File: src/rtl/ccp_pkg.sv
package ccp_pkg;

    typedef enum logic [1:0] {
        ST_OFF,
        ST_CAPTURE,
        ST_COMPARE,
        ST_PWM
    } ccp_state_e;

    localparam logic [1:0] ADDR_CTRL = 2'd0;
    localparam logic [1:0] ADDR_LO   = 2'd1;
    localparam logic [1:0] ADDR_HI   = 2'd2;

    function automatic ccp_state_e mode_to_state(input logic [3:0] mode);
        ccp_state_e st;
        unique case (mode[3:2])
            2'b00:   st = ST_OFF;
            2'b01:   st = ST_CAPTURE;
            2'b10:   st = ST_COMPARE;
            default: st = ST_PWM;
        endcase
        return st;
    endfunction

endpackage

File: src/rtl/ccp_capture_unit.sv
module ccp_capture_unit #(
    parameter int PRESC_W = 4
) (
    input  logic       clk,
    input  logic       rst_n,
    input  logic       enable,
    input  logic [1:0] sel,
    input  logic       clr_count,
    input  logic       pin,
    output logic       fire
);
    localparam logic [PRESC_W-1:0] LAST_FAST = PRESC_W'(3);
    localparam logic [PRESC_W-1:0] LAST_SLOW = '1;

    logic [2:0]         sync_q;
    logic [PRESC_W-1:0] cnt_q;
    logic               rise, fall, count_hit;

    always_ff @(posedge clk) begin
        if (!rst_n) sync_q <= '0;
        else        sync_q <= {sync_q[1:0], pin};
    end

    assign rise      = sync_q[1] & ~sync_q[2];
    assign fall      = ~sync_q[1] & sync_q[2];
    assign count_hit = sel[0] ? (cnt_q == LAST_SLOW) : (cnt_q == LAST_FAST);

    always_comb begin
        unique case (sel)
            2'b00:   fire = enable & fall;
            2'b01:   fire = enable & rise;
            default: fire = enable & rise & count_hit;
        endcase
    end

    always_ff @(posedge clk) begin
        if (!rst_n || !enable || clr_count) cnt_q <= '0;
        else if (rise && sel[1])            cnt_q <= count_hit ? '0 : cnt_q + 1'b1;
    end

endmodule

File: src/rtl/ccp_compare_unit.sv
module ccp_compare_unit #(
    parameter int W = 16
) (
    input  logic         clk,
    input  logic         rst_n,
    input  logic         enable,
    input  logic [1:0]   sel,
    input  logic         arm,
    input  logic [1:0]   arm_sel,
    input  logic [W-1:0] timer,
    input  logic [W-1:0] value,
    output logic         hit,
    output logic         pin_q,
    output logic         event_q
);
    logic match, match_q;

    assign match = (timer == value);
    assign hit   = enable & match & ~match_q;

    always_ff @(posedge clk) begin
        if (!rst_n) begin
            match_q <= 1'b0;
            pin_q   <= 1'b0;
            event_q <= 1'b0;
        end else begin
            match_q <= match;
            event_q <= hit && (sel == 2'b11);
            if (arm && !arm_sel[1]) pin_q <= arm_sel[0];
            else if (!enable)       pin_q <= 1'b0;
            else if (hit && !sel[1]) pin_q <= ~sel[0];
        end
    end

endmodule

File: src/rtl/ccp_pwm_unit.sv
module ccp_pwm_unit #(
    parameter int TMR_W = 8,
    parameter int SUB_W = 2
) (
    input  logic                   clk,
    input  logic                   rst_n,
    input  logic                   enable,
    input  logic                   wrap,
    input  logic [TMR_W-1:0]       tmr,
    input  logic [TMR_W+SUB_W-1:0] duty_next,
    output logic                   pin_q
);
    localparam int DW = TMR_W + SUB_W;

    logic [SUB_W-1:0] sub_q;
    logic [DW-1:0]    duty_q;
    logic [DW-1:0]    ext;

    assign ext = {tmr, sub_q};

    always_ff @(posedge clk) begin
        if (!rst_n || !enable) begin
            sub_q  <= '0;
            duty_q <= '0;
            pin_q  <= 1'b0;
        end else if (wrap) begin
            sub_q  <= '0;
            duty_q <= duty_next;
            pin_q  <= (duty_next != '0);
        end else begin
            sub_q <= sub_q + 1'b1;
            if (pin_q && ext == duty_q - DW'(1)) pin_q <= 1'b0;
        end
    end

endmodule

File: src/rtl/tmr_ccp_channel.sv
module tmr_ccp_channel #(
    parameter int BYTE_W  = 8,
    parameter int PRESC_W = 4
) (
    input  logic                clk,
    input  logic                rst_n,
    input  logic                wr_en,
    input  logic [1:0]          wr_addr,
    input  logic [BYTE_W-1:0]   wr_data,
    input  logic [1:0]          rd_addr,
    output logic [BYTE_W-1:0]   rd_data,
    input  logic [2*BYTE_W-1:0] timer_val,
    input  logic [BYTE_W-1:0]   pwm_timer,
    input  logic                pwm_wrap,
    input  logic                chan_in,
    output logic                chan_out,
    output logic                irq_flag,
    input  logic                irq_clr,
    output logic                timer_clear,
    output logic                adc_trigger
);
    import ccp_pkg::*;

    localparam int DATA_W = 2 * BYTE_W;
    localparam int SUB_W  = 2;
    localparam int DUTY_W = BYTE_W + SUB_W;

    ccp_state_e        state_q, state_d;
    logic [3:0]        mode_q;
    logic [SUB_W-1:0]  dlsb_q;
    logic [DATA_W-1:0] data_q;
    logic [DUTY_W-1:0] duty_next;
    logic              wr_ctrl, mode_chg, cmp_arm;
    logic              cap_fire, cmp_hit, cmp_pin, cmp_event, pwm_pin;
    logic              irq_q;
    logic              unused_wr_hi;

    assign unused_wr_hi = &{1'b0, wr_data[BYTE_W-1:6]};
    assign wr_ctrl      = wr_en && (wr_addr == ADDR_CTRL);
    assign mode_chg     = wr_ctrl && (wr_data[3:0] != mode_q);
    assign cmp_arm      = mode_chg && (mode_to_state(wr_data[3:0]) == ST_COMPARE);
    assign duty_next    = {data_q[BYTE_W-1:0], dlsb_q};

    // state register and its next-state logic
    always_comb begin
        state_d = state_q;
        if (wr_ctrl) state_d = mode_to_state(wr_data[3:0]);
    end

    always_ff @(posedge clk) begin
        if (!rst_n) state_q <= ST_OFF;
        else        state_q <= state_d;
    end

    // registers reached by software
    always_ff @(posedge clk) begin
        if (!rst_n) begin
            mode_q <= '0;
            dlsb_q <= '0;
            data_q <= '0;
        end else begin
            if (wr_ctrl) begin
                mode_q <= wr_data[3:0];
                dlsb_q <= wr_data[5:4];
            end
            if (cap_fire) data_q <= timer_val;
            else if (wr_en && wr_addr == ADDR_LO) data_q[BYTE_W-1:0] <= wr_data;
            else if (wr_en && wr_addr == ADDR_HI) data_q[DATA_W-1:BYTE_W] <= wr_data;
        end
    end

    always_comb begin
        unique case (rd_addr)
            ADDR_CTRL: rd_data = BYTE_W'({dlsb_q, mode_q});
            ADDR_LO:   rd_data = data_q[BYTE_W-1:0];
            ADDR_HI:   rd_data = data_q[DATA_W-1:BYTE_W];
            default:   rd_data = '0;
        endcase
    end

    ccp_capture_unit #(.PRESC_W(PRESC_W)) u_capture (
        .clk       (clk),
        .rst_n     (rst_n),
        .enable    (state_q == ST_CAPTURE),
        .sel       (mode_q[1:0]),
        .clr_count (mode_chg),
        .pin       (chan_in),
        .fire      (cap_fire)
    );

    ccp_compare_unit #(.W(DATA_W)) u_compare (
        .clk     (clk),
        .rst_n   (rst_n),
        .enable  (state_q == ST_COMPARE),
        .sel     (mode_q[1:0]),
        .arm     (cmp_arm),
        .arm_sel (wr_data[1:0]),
        .timer   (timer_val),
        .value   (data_q),
        .hit     (cmp_hit),
        .pin_q   (cmp_pin),
        .event_q (cmp_event)
    );

    ccp_pwm_unit #(.TMR_W(BYTE_W), .SUB_W(SUB_W)) u_pwm (
        .clk       (clk),
        .rst_n     (rst_n),
        .enable    (state_q == ST_PWM),
        .wrap      (pwm_wrap),
        .tmr       (pwm_timer),
        .duty_next (duty_next),
        .pin_q     (pwm_pin)
    );

    always_ff @(posedge clk) begin
        if (!rst_n)                  irq_q <= 1'b0;
        else if (cap_fire || cmp_hit) irq_q <= 1'b1;
        else if (irq_clr)            irq_q <= 1'b0;
    end

    // output process
    always_comb begin
        unique case (state_q)
            ST_COMPARE: chan_out = cmp_pin;
            ST_PWM:     chan_out = pwm_pin;
            default:    chan_out = 1'b0;
        endcase
        irq_flag    = irq_q;
        timer_clear = cmp_event;
        adc_trigger = cmp_event;
    end

endmodule

File: config.mk
export PLATFORM = sky130hd
export DESIGN_NAME = tmr_ccp_channel
export DESIGN_NICKNAME = d
export VERILOG_FILES = /design/src/rtl/ccp_pkg.sv /design/src/rtl/ccp_capture_unit.sv /design/src/rtl/ccp_compare_unit.sv /design/src/rtl/ccp_pwm_unit.sv /design/src/rtl/tmr_ccp_channel.sv
export SDC_FILE = /design/constraint.sdc
export NUM_CORES = 1
export LEC_CHECK = 0
export BUFFER_PORTS_ARGS = -buffer_cell sky130_fd_sc_hd__buf_2
export CAP_MARGIN = 20
export CORE_MARGIN = 10
export CORE_UTILIZATION = 57
export CTS_BUF_LIST = sky130_fd_sc_hd__clkbuf_4 sky130_fd_sc_hd__clkbuf_8
export DETAILED_ROUTE_END_ITERATION = 8
export PLACE_DENSITY = 0.79
export SYNTH_ARGS = -nofsm -noshare
export SYNTH_HDL_FRONTEND = slang
export SYNTH_SLANG_ARGS = --single-unit
File: constraint.sdc
create_clock -name clk -period 2.8 [get_ports clk]
set_clock_uncertainty 0.2 [all_clocks]
set_input_delay 0.28 -clock clk [delete_from_list [all_inputs] [get_ports clk]]
set_output_delay 0.28 -clock clk [all_outputs]
set_load 0.05 [all_outputs]
==> metrics <==
GR Util All Layers=18.0%; relative slew slack=51.2%; Worst path depth=6; crit-path max cell delay=0.50 ns; CP max-delay cell=or4b_4; vias in the first global route=2484; startpoint types=flip-flop; TritonRoute pass-1 iters=4; Detail Placement HPWL=5.15 mm; Area growth, synth to finish=14.6%; # clock sinks=48; Worst Setup End Kind=flip-flop; kind of critical path=reg -> reg; Final Wtd Congestion=0.857; sequential share of power=51.4%; die width=89.2 um; synthesized netlist net count=361; CP endpoint=u_pwm.pin_q; Synth Register Bits=48; Least-Margin Pin Slew=0.728 ns; layout cells sized above 1=20.0%; DRC=0; critical path peak fanout=6; ant diodes=0; Leak=1.38 nW; global-route wire length before repair=11.6 mm; Clock Latency Late Sink=0.30 ns; status=completed; synthesized area per cell=8.61 um2; Die Area=7950 um2; Reg-to-Reg End=u_pwm.pin_q; number of instances in the placed design=410; number of CTS-inserted buffers=5; worst r2r src=u_pwm.duty_q[0]; Switching Share=25.2%; Post-synth EDFFs=0; Post-Synthesis Cell Area=2730 um2; fin cells=419; Gate Count Post-Synth=317; antenna violations before repair=0; Rows=25; ANT nets after route=0; final setup fails=0; most frequent cells in the layout=53 x buf_2, 48 x dfxtp_1, 38 x nor2_1, 34 x mux2i_1; Syn. warnings=0; total core area=4690 um2; required time worst endpoint=2.77 ns; Crit path max-delay family=simple AND/OR/NAND/NOR gates; Buffers & Inverters on Critical Path=1; count of final hold-check violations=0; Yosys cell types=49; Clk pwr share=35.7%; worst-path cell chain=inv_1 -> ha_1 -> or4b_4 -> or3b_2 -> o2111ai_1 -> o32ai_1; peak supply drop=333 uV; chip height=89.2 um; CTS tree=done; Worst-path clk slew=0.09 ns; htree depth=2; most common cell after layout, fill and taps aside=buf_2; PwrDens=444 nW/um2; Post-CTS Setup Inserts=0; asr flop ratio synth=0%; Vias/cell=5.90; pin count of the biggest net entering global routing=33; Comb power frac=12.9%; WL/cell=16.3 um; fillers=391; post-CTS sizing=0; start point of the critical path=u_pwm.duty_q[0]; WP data arrival=2.23 ns; main flop type after synthesis=dfxtp_1; CTS max path bufs=2; grt ovf=0; max-cap violations=0; final worst path period share=80.7%; initial detailed-routing violation count=182; # IOs=54; Hold Path Class=in -> reg; R2R Setup Slk=0.54 ns; Initial Util=58.2%; Final min period=2.26 ns; Pint=1.04 mW; vias=2474; Port-buffer cells=53; maximum clock frequency=442 MHz; setup_tns=0 ns; total routed wirelength=6.83 mm; # hold bufs at CTS=1; RSZ-0062 raised after global routing=no; nets=408; overall power=1.39 mW; root buf cell=clkbuf_8; worst hold slack=0.0379 ns; Worst Reg2Reg Path Length in Cells=6; sequential share of the synthesized area=35.2%; P_sw=0.351 mW; Pins Over Slew Limit=0
==> layout make-up <==
| type | instances | area (um2) | share of cell area, % |
|---|---|---|---|
| clock buffer | 5 | 68.8 | 2.20 |
| clock inverter | 3 | 42.5 | 1.36 |
| inverter | 7 | 26.3 | 0.840 |
| multi-input combinational | 245 | 1660 | 53.2 |
| sequential | 48 | 961 | 30.7 |
| tap | 54 | 67.6 | 2.16 |
| timing repair buffer | 57 | 298 | 9.52 |
==> sequential cells by signal, summed over array words and instances (netlist names) <==
| signal | count |
|---|---|
| data_q | 16 |
| u_pwm.duty_q | 10 |
| mode_q | 4 |
| u_capture.cnt_q | 4 |
| u_capture.sync_q | 3 |
| dlsb_q | 2 |
| state_q | 2 |
| u_pwm.sub_q | 2 |
| irq_flag | 1 |
| u_compare.event_q | 1 |
| u_compare.match_q | 1 |
| u_compare.pin_q | 1 |
| u_pwm.pin_q | 1 |
==> worst register-to-register path: cells and delay by family (launching register included) <==
family | cells | cell delay, ns
AND/OR/NAND/NOR | 2 | 0.95
buffers and inverters | 1 | 0.08
adder cells (fa/ha/maj) | 1 | 0.26
flip-flops | 1 | 0.37
AO/OA/AOI/OAI | 2 | 0.28
==> power groups by stage <==
stage / combinational, mW / clock [mW] / sequential (mW)
floorplan: 0.113 / 0 / 0.724
global placement: 0.172 / 0 / 0.729
detailed placement: 0.175 / 0 / 0.730
CTS: 0.178 / 0.506 / 0.714
global route: 0.196 / 0.535 / 0.717
finish: 0.179 / 0.496 / 0.714
==> worst min path at each step <==
stage / from / endpoint / slack [ns] / cells after the start
floorplan: chan_in / u_capture.sync_q[0] / 0.21 / 1
CTS: wr_data[5] / dlsb_q[1] / 0.03 / 3
global route: wr_data[5] / dlsb_q[1] / 0.06 / 3
global placement: u_capture.sync_q[0] / u_capture.sync_q[1] / 0.22 / 1
detailed placement: u_capture.sync_q[0] / u_capture.sync_q[1] / 0.22 / 1
finish: wr_data[5] / dlsb_q[1] / 0.04 / 3
==> synthesized netlist by cell type (all sizes together), types with 2 or more instances <==
master	instances	share of area, %
a211oi	16	4.4
a21boi	2	0.55
a21oi	14	2.6
a22o	2	0.69
and2	3	0.69
buf	7	1.3
clkbuf	10	1.7
dfxtp	48	35
ha	2	0.92
inv	6	0.83
mux2i	34	12
nand2	24	3.3
nand2b	2	0.46
nand3	6	1.1
nand3b	5	1.4
nand4	3	0.69
nand4b	2	0.64
nor2	38	5.2
nor2b	6	1.4
nor3	9	1.7
nor4	7	1.6
o211ai	2	0.55
o21ai	10	1.8
or3	3	0.69
or3b	3	0.96
or4	4	1.1
xnor2	9	2.9
xor2	24	7.7
==> stage by stage <==
stage,util (%),setup slack [ns],instance area [um2]
floorplan,-,0.508,2730
global placement,64.1,0.619,3010
detailed placement,64.1,0.562,3010
CTS,66.6,0.539,3130
global route,66.6,0.412,3130
finish,66.6,0.540,3130
==> cells by family after synthesis <==
logic type / Yosys count / synth area share [%]
AND/OR/NAND/NOR: 119 / 22.4
AO/OA/AOI/OAI: 57 / 14.4
flip-flops: 48 / 35.2
multiplexers: 34 / 12.5
XOR/XNOR: 33 / 10.6
buffers and inverters: 24 / 3.99
adder cells (fa/ha/maj): 2 / 0.917
==> routing by layer <==
metal,wire length (um),up-vias,GRT usage [%]
li1,-,1232,-
met1,3230,1157,23.3
met2,3110,76,29.4
met3,410,9,4.47
met4,80,0,4.34
met5,0,-,0
Note: power is estimated with default switching activity, not from simulation.
